==> config.mk <==
export PLATFORM = sky130hd
export DESIGN_NAME = i2c_byte_engine
export DESIGN_NICKNAME = d
export VERILOG_FILES = /design/src/rtl/i2c_eng_pkg.sv /design/src/rtl/i2c_eng_clkdiv.sv /design/src/rtl/i2c_eng_sync.sv /design/src/rtl/i2c_byte_engine.sv
export SDC_FILE = /design/constraint.sdc
export NUM_CORES = 1
export LEC_CHECK = 0
export BUFFER_PORTS_ARGS = -buffer_cell sky130_fd_sc_hd__clkbuf_2
export CAP_MARGIN = 20
export CORE_MARGIN = 2
export CORE_UTILIZATION = 35
export CTS_CLUSTER_SIZE = 12
export DETAILED_ROUTE_END_ITERATION = 8
export HOLD_SLACK_MARGIN = 0.08
export PLACE_DENSITY = 0.52
export SETUP_SLACK_MARGIN = 0.2
export SKIP_LAST_GASP = 1
export SYNTH_ARGS = -nofsm -noshare
export SYNTH_HDL_FRONTEND = slang
export SYNTH_SLANG_ARGS = --single-unit
==> constraint.sdc <==
create_clock -name clk -period 5.6 [get_ports clk]
set_input_delay 0.56 -clock clk [delete_from_list [all_inputs] [get_ports clk]]
set_output_delay 0.56 -clock clk [all_outputs]
set_load 0.01 [all_outputs]
==> src/rtl/i2c_eng_pkg.sv <==
package i2c_eng_pkg;

    localparam int DIV_W = 5;

    typedef enum logic [2:0] {
        CMD_NONE   = 3'd0,
        CMD_START  = 3'd1,
        CMD_WRITE  = 3'd2,
        CMD_READ   = 3'd3,
        CMD_STOP   = 3'd4,
        CMD_LISTEN = 3'd5
    } cmd_e;

    typedef enum logic [3:0] {
        ST_IDLE,
        ST_START,
        ST_HOLD,
        ST_BIT_LO,
        ST_BIT_HI,
        ST_STOP_LO,
        ST_STOP_HI,
        ST_SLV_BIT,
        ST_SLV_ACK
    } state_e;

    typedef struct packed {
        logic             ack_clk_en;
        logic             ack_level;
        logic             fast;
        logic [DIV_W-1:0] div_code;
    } ctrl_t;

endpackage

==> src/rtl/i2c_eng_clkdiv.sv <==
module i2c_eng_clkdiv #(
    parameter int BASE_STD = 8,
    parameter int CODE_W   = 5
) (
    input  logic              clk,
    input  logic              rst_n,
    input  logic              run,
    input  logic              restart,
    input  logic              fast,
    input  logic [CODE_W-1:0] code,
    output logic              tick
);
    localparam int BASE_FAST = (BASE_STD >= 4) ? BASE_STD / 4 : 1;
    localparam int MAX_HALF  = (1 << CODE_W) * BASE_STD;
    localparam int CNT_W     = $clog2(MAX_HALF + 1);

    logic [CNT_W-1:0] cnt;
    logic [CNT_W-1:0] mult;
    logic [CNT_W-1:0] base;
    logic [CNT_W-1:0] half;

    always_comb begin
        mult = (code == '0) ? CNT_W'(1 << CODE_W) : CNT_W'(code);
        base = fast ? CNT_W'(BASE_FAST) : CNT_W'(BASE_STD);
        half = mult * base;
        tick = run && (cnt == half - 1'b1);
    end

    always_ff @(posedge clk or negedge rst_n) begin
        if (!rst_n)                        cnt <= '0;
        else if (!run || restart || tick)  cnt <= '0;
        else                               cnt <= cnt + 1'b1;
    end
endmodule

==> src/rtl/i2c_eng_sync.sv <==
module i2c_eng_sync (
    input  logic clk,
    input  logic rst_n,
    input  logic scl_in,
    input  logic sda_in,
    output logic sda_s,
    output logic scl_rise,
    output logic scl_fall
);
    logic [1:0] scl_ff;
    logic [1:0] sda_ff;
    logic       scl_d;

    always_ff @(posedge clk or negedge rst_n) begin
        if (!rst_n) begin
            scl_ff <= 2'b11;
            sda_ff <= 2'b11;
            scl_d  <= 1'b1;
        end else begin
            scl_ff <= {scl_ff[0], scl_in};
            sda_ff <= {sda_ff[0], sda_in};
            scl_d  <= scl_ff[1];
        end
    end

    assign sda_s    = sda_ff[1];
    assign scl_rise = scl_ff[1] & ~scl_d;
    assign scl_fall = ~scl_ff[1] & scl_d;
endmodule

==> src/rtl/i2c_byte_engine.sv <==
module i2c_byte_engine
    import i2c_eng_pkg::*;
#(
    parameter int BASE_STD = 8
) (
    input  logic       clk,
    input  logic       rst_n,
    input  logic       ctrl_we,
    input  logic [7:0] ctrl_wdata,
    output logic [7:0] ctrl_rdata,
    input  logic [6:0] own_addr,
    input  logic       cmd_valid,
    input  logic [2:0] cmd_code,
    input  logic [7:0] tx_byte,
    output logic [7:0] rx_byte,
    output logic       busy,
    output logic       last_ack,
    output logic       addr_match,
    output logic       byte_done,
    input  logic       done_clr,
    input  logic       scl_in,
    input  logic       sda_in,
    output logic       scl_oe,
    output logic       sda_oe
);
    localparam logic [3:0] LAST_IDX = 4'd8;

    ctrl_t      ctrl_q;
    state_e     st, st_nx;
    cmd_e       cmd;
    logic [3:0] bit_cnt;
    logic [7:0] shreg;
    logic       is_read, hold_sda, slv_drv;
    logic       last_ack_q, match_q, done_q;
    logic       tick, sda_s, scl_rise, scl_fall;
    logic       last_bit, addr_hit, done_set, data_drv;

    assign cmd      = cmd_e'(cmd_code);
    assign busy     = (st != ST_IDLE) && (st != ST_HOLD);
    assign last_bit = (bit_cnt == LAST_IDX) || (bit_cnt == 4'd7 && !ctrl_q.ack_clk_en);
    assign addr_hit = (shreg[7:1] == own_addr);

    i2c_eng_clkdiv #(.BASE_STD(BASE_STD), .CODE_W(DIV_W)) u_div (
        .clk(clk), .rst_n(rst_n), .run(busy), .restart(ctrl_we),
        .fast(ctrl_q.fast), .code(ctrl_q.div_code), .tick(tick)
    );

    i2c_eng_sync u_sync (
        .clk(clk), .rst_n(rst_n), .scl_in(scl_in), .sda_in(sda_in),
        .sda_s(sda_s), .scl_rise(scl_rise), .scl_fall(scl_fall)
    );

    // next-state logic
    always_comb begin
        st_nx = st;
        unique case (st)
            ST_IDLE: begin
                if (cmd_valid && cmd == CMD_START)       st_nx = ST_START;
                else if (cmd_valid && cmd == CMD_LISTEN) st_nx = ST_SLV_BIT;
            end
            ST_START:   if (tick) st_nx = ST_HOLD;
            ST_HOLD: begin
                if (cmd_valid && (cmd == CMD_WRITE || cmd == CMD_READ)) st_nx = ST_BIT_LO;
                else if (cmd_valid && cmd == CMD_STOP)                  st_nx = ST_STOP_LO;
            end
            ST_BIT_LO:  if (tick) st_nx = ST_BIT_HI;
            ST_BIT_HI:  if (tick) st_nx = last_bit ? ST_HOLD : ST_BIT_LO;
            ST_STOP_LO: if (tick) st_nx = ST_STOP_HI;
            ST_STOP_HI: if (tick) st_nx = ST_IDLE;
            ST_SLV_BIT: begin
                if (scl_fall && bit_cnt == LAST_IDX)
                    st_nx = ctrl_q.ack_clk_en ? ST_SLV_ACK : ST_IDLE;
            end
            ST_SLV_ACK: if (scl_fall) st_nx = ST_IDLE;
            default:    st_nx = ST_IDLE;
        endcase
        if (ctrl_we && busy) st_nx = ST_IDLE;
    end

    // state register
    always_ff @(posedge clk or negedge rst_n) begin
        if (!rst_n) st <= ST_IDLE;
        else        st <= st_nx;
    end

    assign done_set = (st == ST_BIT_HI && tick && last_bit)
                   || (st == ST_SLV_BIT && scl_fall && bit_cnt == LAST_IDX && !ctrl_q.ack_clk_en)
                   || (st == ST_SLV_ACK && scl_fall);

    // datapath registers
    always_ff @(posedge clk or negedge rst_n) begin
        if (!rst_n) begin
            ctrl_q     <= '0;
            bit_cnt    <= '0;
            shreg      <= '0;
            is_read    <= 1'b0;
            hold_sda   <= 1'b0;
            slv_drv    <= 1'b0;
            last_ack_q <= 1'b0;
            match_q    <= 1'b0;
            done_q     <= 1'b0;
        end else begin
            if (ctrl_we) ctrl_q <= ctrl_t'(ctrl_wdata);
            if (done_set)      done_q <= 1'b1;
            else if (done_clr) done_q <= 1'b0;
            case (st)
                ST_IDLE: begin
                    if (cmd_valid && cmd == CMD_START) hold_sda <= 1'b1;
                    if (cmd_valid && cmd == CMD_LISTEN) begin
                        bit_cnt <= '0;
                        shreg   <= '0;
                        match_q <= 1'b0;
                        slv_drv <= 1'b0;
                    end
                end
                ST_HOLD: begin
                    if (cmd_valid && (cmd == CMD_WRITE || cmd == CMD_READ)) begin
                        bit_cnt <= '0;
                        is_read <= (cmd == CMD_READ);
                        shreg   <= (cmd == CMD_WRITE) ? tx_byte : 8'h00;
                    end
                end
                ST_BIT_HI: begin
                    if (tick) begin
                        if (bit_cnt < LAST_IDX) shreg <= {shreg[6:0], sda_s};
                        else                    last_ack_q <= sda_s;
                        if (last_bit) hold_sda <= 1'b0;
                        else          bit_cnt  <= bit_cnt + 1'b1;
                    end
                end
                ST_SLV_BIT: begin
                    if (scl_rise && bit_cnt < LAST_IDX) begin
                        shreg   <= {shreg[6:0], sda_s};
                        bit_cnt <= bit_cnt + 1'b1;
                    end
                    if (scl_fall && bit_cnt == LAST_IDX) begin
                        match_q <= addr_hit;
                        slv_drv <= addr_hit & ~ctrl_q.ack_level;
                    end
                end
                default: ;
            endcase
        end
    end

    assign data_drv = (bit_cnt == LAST_IDX) ? (is_read & ~ctrl_q.ack_level)
                                            : (~is_read & ~shreg[7]);

    // output decode
    always_comb begin
        scl_oe = 1'b0;
        sda_oe = 1'b0;
        unique case (st)
            ST_IDLE:    ;
            ST_START:   sda_oe = 1'b1;
            ST_HOLD:    begin scl_oe = 1'b1; sda_oe = hold_sda; end
            ST_BIT_LO:  begin scl_oe = 1'b1; sda_oe = data_drv; end
            ST_BIT_HI:  sda_oe = data_drv;
            ST_STOP_LO: begin scl_oe = 1'b1; sda_oe = 1'b1; end
            ST_STOP_HI: sda_oe = 1'b1;
            ST_SLV_BIT: ;
            ST_SLV_ACK: sda_oe = slv_drv;
            default:    ;
        endcase
    end

    assign ctrl_rdata = ctrl_q;
    assign rx_byte    = shreg;
    assign last_ack   = last_ack_q;
    assign addr_match = match_q;
    assign byte_done  = done_q;
endmodule

==> metrics.md <==
| Metric | Value |
|---|---|
| Multi-input gate area | `0.00172 sq mm` |
| CTS tree | `done` |
| Number of diodes | `0` |
| CP arrival | `4300 ps` |
| Placed cells | `451` |
| XOR/XNOR Fraction of Synth Area | `8.66%` |
| Drt wl/cell | `13.9 um` |
| Post-Route Utilization | `41.5%` |
| First-pass GRT wire length | `10700 um` |
| Ys async rst share | `100%` |
| Warnings from Yosys | `0` |
| DR vias | `2304` |
| Slowest cell on the critical path | `or4_1` |
| Slew headroom | `31.8%` |
| Fin Setup TNS | `0 ps` |
| Hold-fix buffers at CTS | `0` |
| Largest incremental delay on the critical path | `560 ps` |
| Status | `finished, final reports clean` |
| Syn Inst Count | `302` |
| Tmin final | `4120 ps` |
| Register area | `0.00111 sq mm` |
| Vias per cell | `5.02` |
| Critical path fanouts, max | `14` |
| Reg clk slew, reported paths | `90 ps` |
| Fraction of synthesized area in multiplexers | `8.74%` |
| Main combinational cell family by area after synthesis | `simple AND/OR/NAND/NOR gates` |
| Tightest Pin Transition | `1020 ps` |
| Leak | `1.57 nW` |
| CTS buffer count | `5` |
| Final setup viols | `0` |
| Layout area overhead | `15.5%` |
| Depth of the CTS H-tree | `2` |
| HP Class | `input pin to asynchronous set/reset pin` |
| Max cap viols | `0` |
| WL final | `6360 um` |
| Skew-Pair Late Insertion Delay | `300 ps` |
| Remaining antenna violation count | `0` |
| Main synth FF type | `dfrtp_1` |
| Pwr Density | `353 mW/mm^2` |
| FF+latch count, synth | `44` |
| Clk sinks | `44` |
| Final Non-Filler Cells | `459` |
| Final hold viol count | `0` |
| Avg Cell Area, Syn | `9.72 sq um` |
| Period utilisation layout | `73.5%` |
| Dpl hpwl | `4760 um` |
| Die Wd | `95.6 um` |
| Nets | `406` |
| RePlAce Congestion | `0.805` |
| Pre-antenna DRT Iters | `4` |
| CP top delay family | `adder cells` |
| Clock Path Buffers | `2` |
| # resized after CTS | `0` |
| Vias in the first global route | `2225` |
| Largest net degree at the start of global routing | `45` |
| Dpl ws | `1480 ps` |
| Gr ovfl total | `0` |
| DRC | `0` |
| Cell chain of the critical path | `nand2b_1 > fa_1 > inv_1 > ha_1 > inv_1 > fa_1 > xor2_1 > xnor2_1 > nor4_2 > nand3_1 > or4_1 > a21oi_2 > mux2_1` |
| Seq/Total Area, Yosys | `37.7%` |
| Distinct cells, synth | `56` |
| CP required | `5780 ps` |
| VDD IR max | `0.110 mV` |
| Max-slew violation total from the final report | `0` |
| Fmax | `0.243 GHz` |
| CP Capture Type | `flip-flop` |
| Share of layout cells above drive strength 1 | `26.8%` |
| Postcts setup bufs | `0` |
| Compound-Gate Fraction of Synth Area | `11.7%` |
| Initial Util | `35.9%` |
| RSZ-0062 raised after global routing | `false` |
| Hold WS | `330 ps` |
| Io pins | `55` |
| Total GRT Usage | `14.9%` |
| Worst setup path category | `flip-flop to flip-flop` |
| Type of origin of the critical path | `flip-flop` |
| Post-synth EDFFs | `0` |
| CTS root buf | `clkbuf_8` |
| Initial antenna violation count | `0` |
| Most common cell after layout, fill and taps aside | `clkbuf_2` |
| Fill cells | `827` |
| Drt initial violations | `71` |
| Simple-gate area share of the yosys netlist | `19.9%` |
| Die ar. | `0.00913 sq mm` |
| CP bufs+invs | `2` |
| Syn Nets | `355` |
| Mapped cell area | `0.00293 sq mm` |
| Die height | `95.6 um` |
| Fin Clk Skew | `10.2 ps` |
| Launching point of the worst reg2reg path | `ctrl_rdata[5]` |
| Buffers on Ports | `54` |
| Core ar. | `0.00818 sq mm` |
| Worst Setup SP | `ctrl_rdata[5]` |
| Row cnt | `33` |
| Post-Synth Adder-Cell Area | `9.55%` |
| Setup ws final | `1480 ps` |
| Most frequent cells in the layout | `clkbuf_2, dfrtp_1, nor2_1` |
cell usage after synthesis (3+ instances only):
cell type,count,area [sq um]
dfrtp_1,39,976
nor2_1,31,116
nand2_1,19,71.3
mux2_2,18,203
ha_1,16,200
inv_1,16,60.1
xor2_1,16,140
a21oi_1,13,65.1
xnor2_1,13,114
a22o_1,9,78.8
nand3_1,9,45.0
clkbuf_1,8,30.0
o21ai_0,8,40.0
nor3_1,7,35.0
nand2b_1,6,37.5
dfstp_2,5,131
and2_1,4,25.0
fa_1,4,80.1
nor2b_1,4,25.0
o21bai_1,4,30.0
mux2_1,3,33.8
nand4_1,3,18.8
o21ai_1,3,15.0
o31ai_1,3,22.5
or4_1,3,22.5
layout make-up:
cell class / count / share of cell area (%)
Multi-Input combinational cell: 230 / 50.6
Clock buffer: 5 / 2.03
Clock inverter: 3 / 0.701
Timing Repair Buffer: 55 / 8.19
Sequential cell: 44 / 32.7
Inverter: 17 / 1.88
Tap cell: 105 / 3.88
sequential cells by signal (all words and copies together) (netlist names):
name and flops:
st 4, u_sync.sda_ff 2, ctrl_rdata 8, u_div.cnt 9, last_ack 1, addr_match 1
is_read 1, byte_done 1, u_sync.scl_ff 2, u_sync.scl_d 1, slv_drv 1, rx_byte 8
bit_cnt 4, hold_sda 1
cells by family (layout without fill, tap and decap cells):
group                      after synthesis  in the layout
DFF                                     44             44
AOI/OAI and AO/OA                       51             51
adders and majority gates               20             20
xor gates and xnor gates                29             29
and+or+nand+nor                        107            107
buffers and inverters                   28             80
muxes                                   23             23
report_power, final:
group / switching, mW / leakage (nW) / internal (mW)
Sequential: 0.0864 / 0.569 / 0.363
Combinational: 0.294 / 0.962 / 0.242
Clock: 0.122 / 0.0404 / 0.0886
path summary, 6_finish.rpt:
check / endpoint / slack [ps] / depth (start not counted)
max: bit_cnt[0] / 1480 / 13
min: u_div.cnt[3] / 330 / 2
max reg2reg: bit_cnt[0] / 1480 / 13
min reg2reg: u_sync.scl_ff[1] / 350 / 0
max in group asynchronous: u_sync.scl_ff[0] / 4880 / 2
min in group clk: u_sync.sda_ff[0] / 330 / 1
routing by layer:
| layer | part of all wire [%] | up-vias | wire length, um | GRT usage (%) |
|---|---|---|---|---|
| met1 | 50 | 1095 | 3200 | 21.3 |
| li1 | - | 1167 | - | - |
| met2 | 46 | 38 | 2920 | 23.7 |
| met4 | 0.99 | 0 | 63 | 3.57 |
| met5 | 0 | - | 0 | 0 |
| met3 | 2.7 | 4 | 174 | 2.13 |
metrics by stage:
stage / total power, mW / instance area [sq um]
2_1_floorplan: 0.853 / 2930
3_3_place_gp: 0.987 / 3300
3_5_place_dp: 0.995 / 3300
4_1_cts: 1.21 / 3390
5_1_grt: 1.30 / 3390
6_report: 1.20 / 3390
Power figures use the tool's default switching activity.
